<file path="src/rtl/fetch_pkg.sv">
package fetch_pkg;
   localparam int unsigned WORD_BYTES = 4;
   localparam int unsigned ALIGN_BITS = 2;

   typedef enum logic {
      NPC_SEQ = 1'b0,
      NPC_TGT = 1'b1
   } npc_sel_e;
endpackage

</file>
<file path="src/rtl/fetch_pc_reg.sv">
module fetch_pc_reg #(
   parameter int unsigned    ADDR_W    = 32,
   parameter logic [ADDR_W-1:0] RESET_VEC = '0
) (
   input  logic              clk,
   input  logic              rst,
   input  logic [ADDR_W-1:0] pc_d,
   output logic [ADDR_W-1:0] pc_q
);
   always_ff @(posedge clk) begin
      if (rst) pc_q <= RESET_VEC;
      else     pc_q <= pc_d;
   end
endmodule

</file>
<file path="src/rtl/fetch_next_addr.sv">
module fetch_next_addr
   import fetch_pkg::*;
#(
   parameter int unsigned ADDR_W   = 32,
   parameter int unsigned IMM_W    = 16,
   parameter bit          PAR_TGT  = 1'b1
) (
   input  logic [ADDR_W-1:0] pc,
   input  logic [IMM_W-1:0]  imm,
   input  logic              take,
   output logic [ADDR_W-1:0] pc_next
);
   localparam int unsigned EXT_W = ADDR_W - IMM_W - ALIGN_BITS;

   logic [ADDR_W-1:0] byte_off;
   logic [ADDR_W-1:0] seq_addr;
   logic [ADDR_W-1:0] tgt_addr;
   npc_sel_e          sel;

   assign byte_off = {{EXT_W{imm[IMM_W-1]}}, imm, {ALIGN_BITS{1'b0}}};
   assign seq_addr = pc + ADDR_W'(WORD_BYTES);

   generate
      if (PAR_TGT) begin : g_par
         logic [ADDR_W-1:0] off_plus;
         assign off_plus = byte_off + ADDR_W'(WORD_BYTES);
         assign tgt_addr = pc + off_plus;
      end else begin : g_chain
         assign tgt_addr = seq_addr + byte_off;
      end
   endgenerate

   assign sel = take ? NPC_TGT : NPC_SEQ;

   always_comb begin
      unique case (sel)
         NPC_TGT: pc_next = tgt_addr;
         default: pc_next = seq_addr;
      endcase
   end
endmodule

</file>
<file path="src/rtl/fetch_unit.sv">
module fetch_unit
   import fetch_pkg::*;
#(
   parameter int unsigned       ADDR_W    = 32,
   parameter int unsigned       INSTR_W   = 32,
   parameter int unsigned       IMM_W     = 16,
   parameter logic [ADDR_W-1:0] RESET_VEC = '0,
   parameter bit                PAR_TGT   = 1'b1
) (
   input  logic               clk,
   input  logic               rst,
   input  logic               br_sel,
   input  logic               eq_flag,
   input  logic [IMM_W-1:0]   imm16,
   output logic [ADDR_W-1:0]  fetch_addr,
   input  logic [INSTR_W-1:0] fetch_word,
   output logic [INSTR_W-1:0] instr
);
   initial begin
      if (ADDR_W < IMM_W + ALIGN_BITS)
         $error("fetch_unit: ADDR_W too narrow for scaled immediate");
      if (RESET_VEC[ALIGN_BITS-1:0] != '0)
         $error("fetch_unit: RESET_VEC must be word aligned");
   end

   logic [ADDR_W-1:0] pc_q;
   logic [ADDR_W-1:0] pc_d;
   logic              take;

   assign take = br_sel & eq_flag;

   fetch_next_addr #(
      .ADDR_W  (ADDR_W),
      .IMM_W   (IMM_W),
      .PAR_TGT (PAR_TGT)
   ) u_next (
      .pc      (pc_q),
      .imm     (imm16),
      .take    (take),
      .pc_next (pc_d)
   );

   fetch_pc_reg #(
      .ADDR_W    (ADDR_W),
      .RESET_VEC (RESET_VEC)
   ) u_pc (
      .clk  (clk),
      .rst  (rst),
      .pc_d (pc_d),
      .pc_q (pc_q)
   );

   assign fetch_addr = pc_q;
   assign instr      = fetch_word;
endmodule

</file>
<file path="config.mk">
export PLATFORM = sky130hd
export DESIGN_NAME = fetch_unit
export DESIGN_NICKNAME = d
export VERILOG_FILES = /design/src/rtl/fetch_pkg.sv /design/src/rtl/fetch_pc_reg.sv /design/src/rtl/fetch_next_addr.sv /design/src/rtl/fetch_unit.sv
export SDC_FILE = /design/constraint.sdc
export NUM_CORES = 1
export LEC_CHECK = 0
export ABC_AREA = 1
export BUFFER_PORTS_ARGS = -buffer_cell sky130_fd_sc_hd__clkbuf_2
export CORE_UTILIZATION = 40
export DETAILED_ROUTE_END_ITERATION = 16
export HOLD_SLACK_MARGIN = 0.05
export PLACE_DENSITY_LB_ADDON = 0.25
export SLEW_MARGIN = 0
export SYNTH_ARGS = -nofsm -noshare
export SYNTH_HDL_FRONTEND = slang
export SYNTH_SLANG_ARGS = --single-unit
</file>
<file path="constraint.sdc">
create_clock -name clk -period 2.1 [get_ports clk]
set_clock_uncertainty 0.05 [all_clocks]
set_input_delay 0.105 -clock clk [delete_from_list [all_inputs] [get_ports clk]]
set_output_delay 0.105 -clock clk [all_outputs]
set_load 0.02 [all_outputs]
</file>
* After elaboration in Yosys (flattened, before gate mapping) *
Index checks and enable logic that the tools add are counted.

operators by class
  $add $sub $neg = 3
  muxes and demuxes = 2
  bitwise gates (word level) = 1

operators with widths
  cell                                                              number
  32-bit by 3-bit adder with 32-bit output (second input constant)  1
  32-bit adder                                                      1
  32-bit 2-to-1 mux                                                 1
  18-bit by 4-bit adder with 19-bit output (second input constant)  1
  1-bit AND                                                         1
  1-bit 2-to-1 mux                                                  1

storage, ports and cells
  register bits = 32
  output and inout port bits = 64
  word-level logic and storage cells = 7

* Depth between registers and ports, before layout *
Gate-level depths: netlist of the first run.

  depth after elaboration = 3
  mapped depth = 19
  mapped depth without buffers = 19

* Hierarchy *
Synthesis of the first run repeated with hierarchy kept, for this count alone.

second synthesis, totals
  cell total of the unflattened synthesis = 651
  area, all modules = 3756.1 µm²

modules (own cells, without submodules)
  module           times used  cells an instance  area each (µm²)  sequential area each (µm²)
  fetch_next_addr  1           518                2593.7           0.0
  fetch_pc_reg     1           99                 914.6            640.6
  fetch_unit       1           34                 247.7            0.0

* Least setup slack after synthesis of the first run *
OpenSTA, ideal clock, no wires.

  kind = input to register
  start point = in imm16[0]
  end point = reg u_pc.pc_q[27]
  library setup time = 113 ps
  arrival time = 1947 ps
  required time = 1937 ps
  setup slack = -10 ps
  stages = 16
  buffers on the path = 0
  path through = ha_1 -> nand2_1 -> nor2_2 -> nand4_1 -> nand2_1 -> inv_1 -> ha_1 -> nand2_1 -> nor2_1 -> nand2_1 -> nor2_1 -> nand2_1 -> inv_1 -> nor2_1 -> nor2_1 -> nor2_1

on the way
  cells in the longest elaborated chain, start to end = 3

RTL lines
  item                                      RTL line               source
  start, declared                           fetch_unit.sv:14       input logic [IMM_W-1:0] imm16,
  18-bit by 4-bit adder with 19-bit output  fetch_next_addr.sv:26  assign off_plus = byte_off + ADDR_W'(WORD_BYTES);
  32-bit adder                              fetch_next_addr.sv:27  assign tgt_addr = pc + off_plus;
  32-bit 2-to-1 mux                         fetch_next_addr.sv:36  unique case (sel)
  end signal, assigned                      fetch_pc_reg.sv:12     else pc_q <= pc_d;
  end, declared                             fetch_pc_reg.sv:8      output logic [ADDR_W-1:0] pc_q

Every way passes these cells.
A chain may end at the register's enable or synchronous reset.

* Worst setup path in the final report of the first run *
  start point = in imm16[0]
  end point = reg u_pc.pc_q[30]

Same word-level chain as after synthesis.

==> results.md, run 1 <==
- Startpoint Class: input port
- Clock Tree Buf Depth: 2
- Clock-pin slew on the worst setup and hold paths: 0.07 ns
- Final nets: 803
- Tmin final: 2.17 ns
- Initial antenna violation count: 0
- Initial drt markers: 221
- #FFs+latches synth: 30
- Hold Violations, Final: 0
- CP arrival: 2.31 ns
- Pin count of the biggest net entering global routing: 28
- Synthesis Warnings: 0
- Max stage delay on crit path: 0.32 ns
- Starting density of the core: 41.9%
- Drt total wl: 11.7 mm
- Crit path required time: 2.24 ns
- Failing checks: negative setup slack
- DP Area: 4060 um2
- Crit-path cells: buf_8 > ha_4 > nand2_4 > nor2_4 > nand4_1 > nand2_2 > clkinvlp_4 > clkbuf_16 > ha_4 > nand2_4 > nor3_4 > buf_4 > nand2_1 > nand3_1 > a21oi_2 > a21oi_1 > nor2_1
- F_max: 462 MHz
- PD cells: 384 nW/um2
- Diodes inserted: 0
- Die W: 95.4 um
- Final setup viols: 6
- Row cnt: 33
- Clock Latency Late Sink: 0.29 ns
- Area Growth Syn to Fin: 52.9%
- Crit end category: register
- Most common cell after layout, fill and taps aside: nand2_1
- Pre-antenna DRT Iters: 4
- Reg2reg path depth: 11
- Core area: 8340 um2
- Crit path depth: 17
- CTS Buf Count: 5
- Dpl hpwl: 8.02 mm
- GPL Wtd Cong: 0.943
- H-tree depth: 2
- # clock sinks: 30
- Vias: 4,126
- Max reg flops: 30
- Crit Path Class: in -> reg
- Leakage: 2.89 nW
- Async S/R FF share, synth: 0%
- Status: finished, violations left
- Worst R2R End: u_pc.pc_q[16]
- Slowest CP cell: ha_4
- Die ar.: 9110 um2
- Mapped cell area: 3490 um2
- I/O pin total: 116
- Primary FF master, synth: dfxtp_1
- Mean number of vias per cell: 5.00
- Largest registers: u_pc.pc_q (30)
- First-pass GRT wire length: 17.5 mm
- CP Max Fanout: 6
- Routing usage on met2: 40.0%
- Final instance area: 5340 um2
- Port-buffer cells: 49
- Grt total ovfl: 0
- Max-slew violation count: 0
- Post-synth EDFFs: 0
- WL/cell: 14.2 um
- Worst hold slack: 0.160 ns
- Largest register by flop count: u_pc.pc_q
- Worst vdd ir: 0.183 mV
- PnR Total Power: 2.05 mW
- Fin cells: 826
- DRC: 0
- RSZ-0062 raised after global routing: true
- Total GRT Usage: 24.9%
- Final setup margin: -0.0659 ns
- R2R Setup Slk: 0.17 ns
- Via count of the first global-routing pass: 3,821
- Syn Inst Count: 614
- Reg-to-Reg Start: u_pc.pc_q[2]
- CP top delay family: simple AND/OR/NAND/NOR gates
- Post-route ant nets: 0
- M1 GR Usage: 32.7%
- CTS tree: built
- Most frequent cells in the layout: 131 x nand2_1, 90 x inv_1, 80 x buf_4
- Final core utilization: 64.0%
- HP Class: in -> out
- Worst Setup EP: u_pc.pc_q[30]
- Final worst-path cycle share: 103%
- Die height: 95.4 um
- Placed cells: 794
- Sequential fraction of the synthesis area: 17.2%
- Share of layout cells above drive strength 1: 45.4%
- Clock tree root buffer cell: clkbuf_8
- Met3 GRT Util: 3.27%
- WP buf/inv: 4
- Crit path from: imm16[0]
- Most Used Layer, Global Route: met2
- Synth cell types: 32
- MaxCap Viol Count: 0
- Synth Area per Inst: 5.69 um2
-- worst min-delay path by stage --
| stage | start | endpoint | slack, ns | cells after the start |
|---|---|---|---|---|
| floorplan | rst | u_pc.pc_q[2] | 0.13 | 1 |
| global placement | fetch_word[1] | instr[1] | 0.16 | 0 |
| detailed placement | fetch_word[1] | instr[1] | 0.16 | 0 |
| CTS | fetch_word[1] | instr[1] | 0.16 | 0 |
| global route | fetch_word[23] | instr[23] | 0.16 | 0 |
| finish | fetch_word[22] | instr[22] | 0.16 | 0 |
-- cell type report --
cell class	count	area, um2
Multi-Input combinational cell	443	3160
Fill cell	731	3000
Timing Repair Buffer	134	956
Sequential cell	30	601
Inverter	106	402
Tap cell	105	131
Clock buffer	7	86.3
Clock inverter	1	5.00
-- synth_stat cells, types with 2 or more instances --
library cell / number / area share (%)
nand2_1: 197 / 21
o21ai_0: 19 / 2.7
a21oi_1: 43 / 6.2
dfxtp_1: 30 / 17
ha_1: 30 / 11
nand3_2: 2 / 0.57
a21oi_2: 2 / 0.50
buf_4: 36 / 7.7
nand2_2: 5 / 0.90
inv_1: 100 / 11
inv_2: 5 / 0.54
nor3_1: 4 / 0.57
nor2_2: 6 / 1.1
nor3_2: 3 / 0.86
nand3b_1: 2 / 0.43
and2_1: 5 / 0.90
nand4_1: 7 / 1.3
nor2_1: 69 / 7.4
o21bai_1: 5 / 1.1
nand3_1: 31 / 4.4
a21o_1: 2 / 0.43
-- timing repair --
item                                    in CTS  in global routing
hold endpoints to repair                     3                  0
pin swaps                                   24                 89
cloned                                       1                  0
hold buffers                                 1                  0
gates resized for setup                     68                172
endpoints found under the setup margin      18                 21
buffers inserted                             3                 19
-- per-layer routing --
metal	vias to the layer above	share of wire, %
li1	2098	-
met1	1899	46
met2	98	47
met3	31	4.2
met4	0	2.5
met5	-	0
-- report_power, final --
| group | switching, mW | leakage (nW) | internal, mW |
|---|---|---|---|
| combinational | 0.484 | 2.60 | 0.379 |
| sequential | 0.0469 | 0.246 | 0.622 |
| clock | 0.255 | 0.0482 | 0.265 |
-- metrics by stage --
stage | TNS, ns | setup slack (ns)
3_3_place_gp | -8.56 | -0.543
6_report | -0.231 | -0.0659
4_1_cts | -0.00452 | -0.00278
5_1_grt | -1.58 | -0.176
2_1_floorplan | -0.0103 | -0.0102
3_5_place_dp | -9.04 | -0.562
-- kinds of logic after synthesis --
| kind of cell | synth area share [%] |
|---|---|
| and+or+nand+nor | 40.0 |
| buffers and inverters | 19.1 |
| AOI/OAI and AO/OA | 11.8 |
| adders and majority gates | 11.3 |
| DFF | 17.2 |
| xor gates and xnor gates | 0.502 |
| other | 0.107 |
No activity file was read; power rests on OpenSTA's default activity.
==> run 2: changes to the inputs <==
- SKIP_CTS_REPAIR_TIMING: default -> 1
==> run 2 against run 1 <==
Compared with the run above:
- the run still ends with negative setup slack left
- largest cell class unchanged
- flip-flop and latch count stayed put
- first-iteration DRC count is 3.2% higher
- count of clock-buffer cells in the layout stayed put
- non-clock buffer count is 6 lower
- global-route usage is 1.8 points lower
- design area is 1.4% lower
- wire length is 0.89% lower
- combinational power is 2% lower
==> results.md, run 2 (synthesis gave the netlist of run 1 again) <==
- Status: finished, violations left
- Failing checks: negative setup slack
- Clock Latency Late Sink: 0.29 ns (about the same)
- Worst vdd ir: 0.187 mV (+1.8%)
- Leakage: 2.94 nW (+1.5%)
- Most common cell after layout, fill and taps aside: nand2_1
- CP Max Fanout: 6 (unchanged)
- Die ar.: 9110 um2 (unchanged)
- Post-route ant nets: 0 (unchanged)
- Reg2reg path depth: 10 (-1)
- H-tree depth: 2 (unchanged)
- Crit-path cells: buf_8 > ha_4 > nand2_4 > nor2_4 > nand4_1 > nand2_2 > clkinvlp_4 > clkbuf_16 > ha_4 > nand2_2 > nand2_2 > inv_1 > o21bai_1 > a21oi_1 > nand3_1 > nand2_1 > inv_1 > nor2_1
- # clock sinks: 30 (unchanged)
- DRC: 0 (unchanged)
- Initial drt markers: 228 (+3.2%)
- Max stage delay on crit path: 0.32 ns (about the same)
- Worst R2R End: u_pc.pc_q[30]
- Crit end category: register
- Cell mode on critical path: nand2_2
- Clock Tree Buf Depth: 2 (unchanged)
- Largest register by flop count: u_pc.pc_q
- MaxCap Viol Count: 0 (unchanged)
- Max-slew violation count: 0 (unchanged)
- CP top delay family: simple AND/OR/NAND/NOR gates
- Max reg flops: 30 (unchanged)
- Vias: 4,107 (-0.46%)
- Hold Violations, Final: 0 (unchanged)
- DP Area: 4060 um2 (unchanged)
- Pre-antenna DRT Iters: 4 (unchanged)
- Crit path from: imm16[1]
- Worst Setup EP: u_pc.pc_q[26]
- Crit Path Class: in -> reg
- GPL Wtd Cong: 0.943 (unchanged)
- Die height: 95.4 um (unchanged)
- Total GRT Usage: 23.1% (-1.8 points)
- I/O pin total: 116 (unchanged)
- F_max: 475 MHz (+2.8%)
- Largest registers: u_pc.pc_q (30)
- Startpoint Class: input port
- WL/cell: 14.1 um (-0.16%)
- CTS tree: built
- Row cnt: 33 (unchanged)
- Crit path depth: 18 (+1)
- Starting density of the core: 41.9% (unchanged)
- Crit path required time: 2.25 ns (about the same)
- WP buf/inv: 5 (+1)
- Dpl hpwl: 8.02 mm (unchanged)
- Port-buffer cells: 49 (unchanged)
- Most frequent cells in the layout: 130 x nand2_1, 94 x inv_1, 73 x buf_4
- Core area: 8340 um2 (unchanged)
- Final instance area: 5270 um2 (-1.4%)
- HP Class: in -> out
- FILL cells: 741 (+1.4%)
- Pin count of the biggest net entering global routing: 28 (unchanged)
- Grt total ovfl: 0 (unchanged)
- Reg-to-Reg Start: u_pc.pc_q[2]
- Via count of the first global-routing pass: 3,628 (-5.1%)
- R2R Setup Slk: 0.20 ns (+0.03 ns)
- Slowest CP cell: ha_4
- Final worst-path cycle share: 100% (-2.9 points)
- RSZ-0062 raised after global routing: true
- Min-Delay Path Depth: 0 (unchanged)
- Tmin final: 2.11 ns (-0.0599 ns)
- PD cells: 388 nW/um2 (+0.99%)
- Initial antenna violation count: 0 (unchanged)
- Final setup margin: -0.00605 ns (+0.0599 ns)
- Worst hold slack: 0.160 ns (unchanged)
- Share of layout cells above drive strength 1: 42.7% (-2.7 points)
- Clock tree root buffer cell: clkbuf_8
- Post-route setup TNS: -0.00605 ns (+0.225 ns)
- Final setup viols: 1 (-5)
- Die W: 95.4 um (unchanged)
- First-pass GRT wire length: 16.4 mm (-6.7%)
- CTS Buf Count: 5 (unchanged)
- Drt total wl: 11.6 mm (-0.89%)
- Final nets: 797 (-0.75%)
- Area Growth Syn to Fin: 50.8%
- Clock-pin slew on the worst setup and hold paths: 0.07 ns (about the same)
- Diodes inserted: 0 (unchanged)
- Mean number of vias per cell: 5.01 (+0.27%)
- CP arrival: 2.25 ns (-0.06 ns)
run 2: changes by cell type in the layout (fill, tap and decap cells not counted), sizes merged:
cell / delta
buf: -6
run 2: how the worst min path moves through the flow:
stage,startpoint,slack (ns),to
4_1_cts,rst,-0.05,u_pc.pc_q[2]
2_1_floorplan,rst,0.13,u_pc.pc_q[2]
6_report,fetch_word[22],0.16,instr[22]
3_5_place_dp,fetch_word[1],0.16,instr[1]
3_3_place_gp,fetch_word[1],0.16,instr[1]
5_1_grt,fetch_word[23],0.16,instr[23]
run 2: metal layers:
layer | global-route usage (%) | up-vias | share of wire (%)
met5 | 0 | - | 0
met4 | 9.95 | 0 | 2.9
met3 | 2.55 | 39 | 5.6
met2 | 36.7 | 117 | 46
met1 | 31.5 | 1861 | 45
li1 | - | 2090 | -
run 2: through the flow:
step	power, mW	worst slack (ns)	utilization [%]	instances
5_1_grt	2.16	-0.139	63.1	820
2_1_floorplan	1.13	-0.0102	-	615
6_report	2.04	-0.00605	63.1	820
3_3_place_gp	1.29	-0.543	48.7	794
4_1_cts	1.82	-0.257	49.8	802
3_5_place_dp	1.29	-0.562	48.7	794
run 2: final cells by class:
cell class	instances	area, um2	area share, %
Clock buffer	7	86.3	1.64
Inverter	106	404	7.68
Timing Repair Buffer	128	931	17.7
Tap cell	105	131	2.50
Clock inverter	1	5.00	0.0951
Multi-Input combinational cell	443	3110	59.0
Sequential cell	30	601	11.4
run 2: worst reg2reg max path: cells and delay by family, from the launching register on:
kind                       cells  cell delay (ns)
and+or+nand+nor                8             0.84
DFF                            1             0.31
adders and majority gates      2             0.61
run 2: report_power, final:
group | leakage [nW] | total, mW | switching (mW) | internal [mW]
Sequential | 0.246 | 0.668 | 0.0464 | 0.621
Combinational | 2.64 | 0.850 | 0.476 | 0.374
Clock | 0.0482 | 0.526 | 0.261 | 0.265
Total | 2.94 | 2.04 | 0.783 | 1.26
